File: config.mk
export PLATFORM = sky130hd
export DESIGN_NAME = wh_xbar_alloc
export DESIGN_NICKNAME = d
export VERILOG_FILES = /design/src/rtl/wxa_pkg.sv /design/src/rtl/wxa_rr_scan.sv /design/src/rtl/wxa_in_port.sv /design/src/rtl/wxa_xbar.sv /design/src/rtl/wh_xbar_alloc.sv
export SDC_FILE = /design/constraint.sdc
export NUM_CORES = 1
export LEC_CHECK = 0
export BUFFER_PORTS_ARGS = -buffer_cell sky130_fd_sc_hd__clkbuf_2
export CAP_MARGIN = 20
export CORE_ASPECT_RATIO = 0.8
export CORE_UTILIZATION = 54
export CTS_CLUSTER_SIZE = 25
export DETAILED_ROUTE_END_ITERATION = 8
export PLACE_DENSITY = 0.93
export SLEW_MARGIN = 20
export SYNTH_ARGS = -nofsm -noshare
export SYNTH_HDL_FRONTEND = slang
export SYNTH_SLANG_ARGS = --single-unit
File: constraint.sdc
create_clock -name clk -period 6.2 [get_ports clk]
set_clock_uncertainty 0.1 [all_clocks]
set_input_delay 1.86 -clock clk [delete_from_list [all_inputs] [get_ports clk]]
set_output_delay 1.86 -clock clk [all_outputs]
set_load 0.05 [all_outputs]
File: src/rtl/wxa_pkg.sv
package wxa_pkg;
  // next index in cyclic order over n entries
  function automatic int unsigned wrap_inc(input int unsigned idx, input int unsigned n);
    return (idx + 1 >= n) ? 0 : idx + 1;
  endfunction

  // index visited at step k when the scan starts at base
  function automatic int unsigned scan_at(input int unsigned base, input int unsigned k,
                                          input int unsigned n);
    return (base + k) % n;
  endfunction

  // width of a counter able to hold value v
  function automatic int unsigned cnt_width(input int unsigned v);
    return (v < 2) ? 1 : $clog2(v + 1);
  endfunction
endpackage

File: src/rtl/wxa_rr_scan.sv
module wxa_rr_scan #(
  parameter int N     = 4,
  parameter int IDX_W = 2
) (
  input  logic [N-1:0]     elig,
  input  logic [IDX_W-1:0] base,
  output logic             found,
  output logic [IDX_W-1:0] pick
);
  import wxa_pkg::*;

  always_comb begin
    found = 1'b0;
    pick  = '0;
    for (int k = 0; k < N; k++) begin
      int unsigned cand;
      cand = scan_at(int'(base), k, N);
      if (!found && elig[cand]) begin
        found = 1'b1;
        pick  = IDX_W'(cand);
      end
    end
  end
endmodule

File: src/rtl/wxa_in_port.sv
module wxa_in_port #(
  parameter int DST_W   = 2,
  parameter int HDR_LAT = 24
) (
  input  logic             clk,
  input  logic             rst_n,
  input  logic             take,
  input  logic [DST_W-1:0] dst_in,
  input  logic             fv,
  input  logic             fl,
  output logic             linked,
  output logic [DST_W-1:0] link_port,
  output logic             ready,
  output logic             tail_fire
);
  import wxa_pkg::*;
  localparam int LAT_W = cnt_width(HDR_LAT);
  localparam logic [LAT_W-1:0] LOAD = LAT_W'(HDR_LAT - 1);

  logic [LAT_W-1:0] wait_cnt;

  assign ready     = linked && (wait_cnt == '0);
  assign tail_fire = ready && fv && fl;

  always_ff @(posedge clk) begin
    if (!rst_n) begin
      linked    <= 1'b0;
      link_port <= '0;
      wait_cnt  <= '0;
    end else if (take) begin
      linked    <= 1'b1;
      link_port <= dst_in;
      wait_cnt  <= LOAD;
    end else if (tail_fire) begin
      linked    <= 1'b0;
      wait_cnt  <= '0;
    end else if (linked && wait_cnt != '0) begin
      wait_cnt  <= wait_cnt - 1'b1;
    end
  end
endmodule

File: src/rtl/wxa_xbar.sv
module wxa_xbar #(
  parameter int N     = 4,
  parameter int FW    = 8,
  parameter int DST_W = 2
) (
  input  logic [N-1:0]       busy,
  input  logic [N*DST_W-1:0] owner,
  input  logic [N*FW-1:0]    in_data,
  input  logic [N-1:0]       in_valid,
  input  logic [N-1:0]       in_last,
  input  logic [N-1:0]       in_ready,
  output logic [N*FW-1:0]    o_data,
  output logic [N-1:0]       o_valid,
  output logic [N-1:0]       o_last
);
  for (genvar o = 0; o < N; o++) begin : g_out
    logic [DST_W-1:0] src;
    logic             live;
    assign src  = owner[o*DST_W +: DST_W];
    assign live = busy[o] && in_ready[src] && in_valid[src];
    assign o_valid[o]          = live;
    assign o_last[o]           = live && in_last[src];
    assign o_data[o*FW +: FW]  = live ? in_data[int'(src)*FW +: FW] : '0;
  end
endmodule

File: src/rtl/wh_xbar_alloc.sv
module wh_xbar_alloc #(
  parameter int N_PORTS = 4,
  parameter int FLIT_W  = 8,
  parameter int HDR_LAT = 24,
  parameter int DST_W   = (N_PORTS > 1) ? $clog2(N_PORTS) : 1
) (
  input  logic                        clk,
  input  logic                        rst_n,
  input  logic [N_PORTS-1:0]          req_valid,
  input  logic [N_PORTS*DST_W-1:0]    req_dst,
  input  logic [N_PORTS*FLIT_W-1:0]   flit_data,
  input  logic [N_PORTS-1:0]          flit_valid,
  input  logic [N_PORTS-1:0]          flit_last,
  output logic [N_PORTS-1:0]          grant,
  output logic [N_PORTS-1:0]          in_ready,
  output logic [N_PORTS*FLIT_W-1:0]   out_data,
  output logic [N_PORTS-1:0]          out_valid,
  output logic [N_PORTS-1:0]          out_last,
  output logic [N_PORTS-1:0]          out_busy
);
  import wxa_pkg::*;

  // named internal events
  logic [N_PORTS-1:0]       linked_vec;
  logic [N_PORTS-1:0]       elig_vec;
  logic [N_PORTS-1:0]       tail_vec;
  logic [N_PORTS*DST_W-1:0] link_ports;
  logic [N_PORTS*DST_W-1:0] owner_tbl;
  logic [DST_W-1:0]         rr_ptr;
  logic                     arb_found;
  logic [DST_W-1:0]         arb_idx;
  logic [DST_W-1:0]         arb_dst;
  logic                     arb_win;
  logic                     arb_skip;

  assign elig_vec = req_valid & ~linked_vec;

  wxa_rr_scan #(.N(N_PORTS), .IDX_W(DST_W)) u_scan (
    .elig  (elig_vec),
    .base  (rr_ptr),
    .found (arb_found),
    .pick  (arb_idx)
  );

  assign arb_dst  = req_dst[int'(arb_idx)*DST_W +: DST_W];
  assign arb_win  = arb_found && !out_busy[arb_dst];
  assign arb_skip = arb_found && out_busy[arb_dst];

  always_comb begin
    grant = '0;
    if (arb_win) grant[arb_idx] = 1'b1;
  end

  always_ff @(posedge clk) begin
    if (!rst_n)         rr_ptr <= '0;
    else if (arb_found) rr_ptr <= DST_W'(wrap_inc(int'(arb_idx), N_PORTS));
  end

  for (genvar i = 0; i < N_PORTS; i++) begin : g_in
    wxa_in_port #(.DST_W(DST_W), .HDR_LAT(HDR_LAT)) u_port (
      .clk       (clk),
      .rst_n     (rst_n),
      .take      (grant[i]),
      .dst_in    (req_dst[i*DST_W +: DST_W]),
      .fv        (flit_valid[i]),
      .fl        (flit_last[i]),
      .linked    (linked_vec[i]),
      .link_port (link_ports[i*DST_W +: DST_W]),
      .ready     (in_ready[i]),
      .tail_fire (tail_vec[i])
    );
  end

  // ownership of each output
  for (genvar o = 0; o < N_PORTS; o++) begin : g_own
    logic [DST_W-1:0] who;
    logic             rel;
    assign who = owner_tbl[o*DST_W +: DST_W];
    assign rel = out_busy[o] && tail_vec[who] &&
                 (link_ports[int'(who)*DST_W +: DST_W] == DST_W'(o));
    always_ff @(posedge clk) begin
      if (!rst_n) begin
        out_busy[o]                  <= 1'b0;
        owner_tbl[o*DST_W +: DST_W]  <= '0;
      end else if (arb_win && arb_dst == DST_W'(o)) begin
        out_busy[o]                  <= 1'b1;
        owner_tbl[o*DST_W +: DST_W]  <= arb_idx;
      end else if (rel) begin
        out_busy[o]                  <= 1'b0;
      end
    end
  end

  wxa_xbar #(.N(N_PORTS), .FW(FLIT_W), .DST_W(DST_W)) u_xbar (
    .busy     (out_busy),
    .owner    (owner_tbl),
    .in_data  (flit_data),
    .in_valid (flit_valid),
    .in_last  (flit_last),
    .in_ready (in_ready),
    .o_data   (out_data),
    .o_valid  (out_valid),
    .o_last   (out_last)
  );
endmodule

==> results.json, run 1 <==
{
  "status": "finished clean",
  "grt_max_degree": 55,
  "dominantRegCellSynth": "sky130_fd_sc_hd__dfxtp_1",
  "setup_slack_ps": 110.4,
  "ys_async_sr_fraction_pct": 0,
  "gpl.final_weighted_congestion": 1.011,
  "timing.rr.end": "g_in[0].u_port.link_port[0]$_SDFFE_PN0P_",
  "tritoncts.num_buffers": 5,
  "crit_path_max_fanout": 8,
  "register_area_sq_um": 920.9,
  "first_global_vias": 3757,
  "critPathLaunchType": "input pin",
  "worst_skew_pair.late_latency_ps": 310,
  "max_clock_freq_mhz": 164.2,
  "syn-mean-instance-area_sq_um": 9.150,
  "hold_depth": 2,
  "drt-vias-per-instance": 6.406,
  "power.static_leakage_uw": 0.001973,
  "area_growth_syn_to_layout_pct": 16.51,
  "rsz0062_at_grt": "false",
  "period_needed_ps": 6090,
  "fp.dieW_microns": 98.98,
  "min_delay_worst_endpoint": "g_in[0].u_port.link_port[1]$_SDFFE_PN0P_",
  "area_of_the_multi_input_gates_sq_um": 2890,
  "worstMarginPinSlew_ps": 1007,
  "cts_max_level": 2,
  "slew-limit-headroom_pct": 32.83,
  "core_area_sq_um": 7061,
  "detail_route.wirelength.met1_microns": 4493,
  "hpwl_microns": 8830,
  "mostFrequentLayoutCell": "sky130_fd_sc_hd__clkbuf_2",
  "nFillCells": 520,
  "vias": 3978,
  "met3_wirelength_microns": 1115,
  "library_cell_with_the_largest_summed_area_after_synthesis": "sky130_fd_sc_hd__dfxtp_1",
  "detail_route.first_pass.iterations": 5,
  "share_of_cells_above_drive_strength_1_pct": 32.96,
  "post-place-ws_ps": 34.55,
  "netlist.area_leader.share_pct": 22.67,
  "num_antenna_cells": 0,
  "fp.dieArea_sq_um": 7876,
  "report.power.total_uw": 2299,
  "cts.reportedPaths.clkPinSlew_ps": 90,
  "hold_path.class": "flop to flop",
  "antenna_violations_before_repair": 0,
  "fp-row-count": 27,
  "critical_path_class": "input pin to output port",
  "peakVddDrop_v": 0.0003807,
  "clock_sinks": 46,
  "most-common-layout-cells": "101 x sky130_fd_sc_hd__clkbuf_2, 59 x sky130_fd_sc_hd__nand2_1, 50 x sky130_fd_sc_hd__nor2b_1",
  "wl_met2_microns": 5725,
  "synth-edff-count": 0,
  "yosys_warnings": 0,
  "seq_area_frac_synth_pct": 22.67,
  "io_pins": 106,
  "portBuffers": 105,
  "clock_path_buffers": 2,
  "number_of_max_slew_violations_in_the_final_report": 0,
  "regToRegStartpoint": "g_in[0].u_port.linked$_SDFFE_PN0P_",
  "top_signal_layer_used": "met4",
  "worst_reg_to_reg_path_cell_count": 9,
  "cp.arrival_ps": 4130,
  "grt_remaining_overflow": 0,
  "post_cts.repair.setup_buffers": 0,
  "drt-initial-drc-count": 420,
  "final_count_of_negative_setup_slack_endpoints": 0,
  "cts_root_buffer": "sky130_fd_sc_hd__clkbuf_8",
  "final-hold-violation-count": 0,
  "postSynthCellCount": 444,
  "vertical_extent_of_the_die_microns": 79.58,
  "post_synth_instance_area_sq_um": 4063,
  "power-per-cell-area_nw_per_um2": 485.7,
  "initial_core_util_pct": 57.54,
  "r2r_setup_slack_ps": 3200,
  "worstSetupEndpointType": "output port",
  "setup_total_negative_slack_ps": 0,
  "grt_pass1_wl_microns": 18120,
  "routedWlPerCell_microns": 18.83,
  "num-nets-final": 599,
  "timing.hold.worst.start": "g_in[0].u_port.link_port[1]$_SDFFE_PN0P_",
  "synth_seq_cells": 46,
  "finalCritPeriodShare_pct": 98.22,
  "synth_nets": 510,
  "required_ps": 4240,
  "routed_wirelength_microns": 11690,
  "main_area_contributors_after_synthesis": "sky130_fd_sc_hd__dfxtp_1 23%, sky130_fd_sc_hd__mux4_2 22%, sky130_fd_sc_hd__nor2b_1 7.7%",
  "distinct_cell_type_count_of_the_synthesized_netlist": 49,
  "cts_tree": "done",
  "drt_drc_violations_left": 0,
  "maxCapViolations": 0,
  "antenna_left": 0,
  "gr-usage-all-layers_pct": 29.85
}
-- metal layers --
layer	up-vias	track usage (%)
met3	53	5.079
met1	1894	38.00
met5	-	0
li1	1789	-
met2	242	49.93
met4	0	13.88
-- worst max-delay path: stages --
cell	delay, ps
sky130_fd_sc_hd__clkbuf_2	100
sky130_fd_sc_hd__nor3b_1	160
sky130_fd_sc_hd__a311oi_1	340
sky130_fd_sc_hd__o21a_2	270
sky130_fd_sc_hd__clkinv_1	170
sky130_fd_sc_hd__a211oi_1	250
sky130_fd_sc_hd__nor2_1	140
sky130_fd_sc_hd__a2111o_4	440
sky130_fd_sc_hd__a21oi_4	150
sky130_fd_sc_hd__clkbuf_4	240
-- registers in the layout, summed over array words and instances, names as in the netlist --
signal	cells
g_in.u_port.link_port	8
g_in.u_port.linked	4
g_in.u_port.wait_cnt	20
g_own.who	8
out_busy	4
rr_ptr	2
-- cells in the mapped netlist, drive strengths merged (6+ instances only) --
cell type and number:
ha 12, dfxtp 46, nor4 9, a21oi 22
nor2b 50, inv 21, mux2i 14, nand2 60
and2 10, o21ai 14, mux4 40, nor2 18
clkbuf 16, nand2b 12, a31oi 8, o21a 22
nand4 6, buf 15
-- worst max-delay path by stage --
stage,start,end,slack [ps],cells past startpoint
finish,req_valid[0],grant[1],110,10
global route,req_valid[2],grant[1],30,9
CTS,req_valid[2],grant[1],40,9
detailed placement,req_valid[2],grant[1],30,9
global placement,req_valid[1],grant[1],110,10
floorplan,req_valid[1],grant[0],150,10
-- cell families (layout without fill, tap and decap cells) --
group | Yosys count | after routing | share of synthesized area [%]
simple gates | 188 | 188 | 24.95
compound gates | 87 | 87 | 15.95
mux | 54 | 54 | 25.62
buf+inv | 53 | 143 | 6.252
flops | 46 | 46 | 22.67
fa+ha+maj | 12 | 12 | 3.696
xor+xnor | 4 | 4 | 0.8622
-- repair_timing --
action | 4_1_cts | 5_1_grt
resized for setup | 0 | 3
hold buffers | 0 | 0
setup endpoints to repair | 0 | 3
-- stage by stage --
stage | util [%] | cell area, sq um | hold WS (ps) | instances
3_3_place_gp | 65.62 | 4633 | 379.2 | 613
3_5_place_dp | 65.62 | 4633 | 392.0 | 613
5_1_grt | 67.04 | 4733 | 427.1 | 621
4_1_cts | 66.97 | 4728 | 397.9 | 621
6_report | 67.04 | 4733 | 403.0 | 621
2_1_floorplan | - | 4063 | 356.6 | 444
-- power by group --
part	leakage (uW)	internal (uW)	switching (uW)	total, uW
Combinational	0.00155	676	761	1440
Clock	0.0000472	89.7	105	195
Sequential	0.000377	416	251	667
-- cell type report --
type | count | share of cell area (%)
multi-input combinational | 345 | 61.06
clock inverter | 2 | 0.2643
sequential | 46 | 19.46
tap | 87 | 2.300
timing repair buffer | 113 | 13.38
clock buffer | 6 | 1.745
inverter | 22 | 1.798
Note: power is estimated with default switching activity, not from simulation.
==> run 2: changes to the inputs <==
--- a/config.mk
+++ b/config.mk
@@ -11,7 +11,7 @@
 export CORE_UTILIZATION = 54
 export CTS_CLUSTER_SIZE = 25
 export DETAILED_ROUTE_END_ITERATION = 8
-export PLACE_DENSITY = 0.93
+export PLACE_DENSITY = 0.89
 export SLEW_MARGIN = 20
 export SYNTH_ARGS = -nofsm -noshare
 export SYNTH_HDL_FRONTEND = slang
==> results.json, run 2 (synthesis results as in run 1) <==
{
  "hpwl_microns": 8845,
  "drt-vias-per-instance": 6.398,
  "netSwitchingPower_uw": 1115,
  "grt_pass1_wl_microns": 18460,
  "registers.top_by_ff_count": "g_in.u_port.wait_cnt",
  "routedWlPerCell_microns": 18.74,
  "finalCritPeriodShare_pct": 98.10,
  "required_ps": 4240,
  "portBuffers": 105,
  "worst_skew_pair.late_latency_ps": 300,
  "wl_met2_microns": 5736,
  "largest_register_ff_count": 20,
  "hold_path.class": "flop to flop",
  "placed_area_sq_um": 4633,
  "antenna_violations_before_repair": 0,
  "nFillCells": 533,
  "grt_max_degree": 55,
  "dp_cells": 613,
  "fp.dieW_microns": 98.98,
  "mostFrequentLayoutCell": "sky130_fd_sc_hd__clkbuf_2",
  "area_of_the_multi_input_gates_sq_um": 2895,
  "rsz0062_at_grt": "false",
  "share_of_cells_above_drive_strength_1_pct": 33.02,
  "intPower_uw": 1223,
  "slew-limit-headroom_pct": 34.98,
  "antenna_left": 0,
  "final-hold-violation-count": 0,
  "grt_remaining_overflow": 0,
  "p_seq_share_pct": 28.6,
  "fp.dieArea_sq_um": 7876,
  "top_signal_layer_used": "met4",
  "final_count_of_negative_setup_slack_endpoints": 0,
  "drt-initial-drc-count": 265,
  "cts.reportedPaths.clkPinSlew_ps": 80,
  "setup_total_negative_slack_ps": 0,
  "area_growth_syn_to_layout_pct": 17.28,
  "drt_drc_violations_left": 0,
  "gr-usage-all-layers_pct": 30.05,
  "crit_path_max_fanout": 4,
  "cts_tree": "done",
  "register_area_sq_um": 920.9,
  "routed_wirelength_microns": 11680,
  "cts_root_buffer": "sky130_fd_sc_hd__clkbuf_8",
  "vertical_extent_of_the_die_microns": 79.58,
  "maxCapViolations": 0,
  "worstSetupEndpointType": "output port",
  "status": "finished clean",
  "detail_route.wirelength.met1_microns": 4455,
  "clock_sinks": 46,
  "peakVddDrop_v": 0.0003834,
  "num-nets-final": 601,
  "detail_route.first_pass.iterations": 5,
  "initial_core_util_pct": 57.54,
  "worstMarginPinSlew_ps": 975.2,
  "power_frac_comb_pct": 62.0,
  "fp-row-count": 27,
  "cp.arrival_ps": 4120,
  "max_clock_freq_mhz": 164.4,
  "period_needed_ps": 6082,
  "tritoncts.num_buffers": 5,
  "critPathLaunchType": "input pin",
  "number_of_max_slew_violations_in_the_final_report": 0,
  "vias": 3986,
  "stdcell_count": 623,
  "most-common-layout-cells": "101 x sky130_fd_sc_hd__clkbuf_2, 59 x sky130_fd_sc_hd__nand2_1, 50 x sky130_fd_sc_hd__nor2b_1",
  "num_antenna_cells": 0,
  "power.static_leakage_uw": 0.001990,
  "gpl.final_weighted_congestion": 1.017,
  "io_pins": 106,
  "power.share.switching_pct": 47.70,
  "core_area_sq_um": 7061,
  "cts_max_level": 2,
  "clock_path_buffers": 2,
  "clock_power_share_pct": 9.4,
  "first_global_vias": 3882,
  "power-per-cell-area_nw_per_um2": 490.6,
  "critical_path_class": "input pin to output port",
  "met3_wirelength_microns": 1143,
  "final_area_sq_um": 4765,
  "report.power.total_uw": 2338
}
==> run 2: cell types whose count changed in the layout (fill, tap and decap cells not counted), sizes merged <==
cell      delta
clkinv       -1
buf          +2
bufinv       +1
clkinvlp     -1
clkbuf       +1
==> run 2: worst paths after layout <==
check / startpoint / endpoint / slack, ps / depth (start not counted)
worst max-delay path: req_valid[2] / grant[1] / 120 / 10
worst max register to register: g_in[0].u_port.linked$_SDFFE_PN0P_ / g_in[2].u_port.link_port[1]$_SDFFE_PN0P_ / 3190 / 10
worst min-delay path: g_in[0].u_port.link_port[1]$_SDFFE_PN0P_ / g_in[0].u_port.link_port[1]$_SDFFE_PN0P_ / 410 / 2
worst min register to register: g_in[0].u_port.link_port[1]$_SDFFE_PN0P_ / g_in[0].u_port.link_port[1]$_SDFFE_PN0P_ / 410 / 2
==> run 2: power groups by stage <==
stage / sequential, uW / clock (uW) / combinational [uW]
after global placement: 654 / 0 / 1360
after floorplan: 547 / 0 / 1170
after detailed placement: 667 / 0 / 1400
after global routing: 690 / 233 / 1570
final: 668 / 219 / 1450
after CTS: 662 / 221 / 1410
==> run 2: layout make-up <==
class                   count  area share (%)
clock inverters             1          0.6303
flip-flops and latches     46           19.33
multi-input cells         345           60.77
well taps                  87           2.285
clock buffers               7           1.602
inverters                  22           1.786
repair buffers            115           13.60
==> run 2: critical path, cell delays in order <==
cell                       delay, ps
sky130_fd_sc_hd__clkbuf_2        100
sky130_fd_sc_hd__or3b_1          370
sky130_fd_sc_hd__o311a_1         150
sky130_fd_sc_hd__buf_4           150
sky130_fd_sc_hd__nor3b_1         240
sky130_fd_sc_hd__a211oi_2         90
sky130_fd_sc_hd__or2_1           270
sky130_fd_sc_hd__a311o_2         440
sky130_fd_sc_hd__a21oi_4         190
sky130_fd_sc_hd__clkbuf_4        250
==> run 2: per-stage QoR <==
stage / setup WS, ps / hold WS (ps) / utilization, %
global placement: 106.7 / 379.3 / 65.62
detailed placement: 45.57 / 388.8 / 65.62
global route: 26.38 / 429.6 / 67.48
finish: 117.9 / 405.9 / 67.48
floorplan: 145.3 / 356.6 / -
CTS: 45.13 / 403.0 / 67.13
==> run 2: metal layers <==
layer  up-vias  track usage, %
met3        41           6.830
met5         -               0
li1       1798               -
met4         0           12.99
met1      1892           37.28
met2       255           50.56
==> run 2: repair_timing <==
action | in CTS | in global routing
endpoints found under the setup margin | 0 | 4
resized for setup | 0 | 4
buffers inserted | 0 | 2
hold buffers | 0 | 0
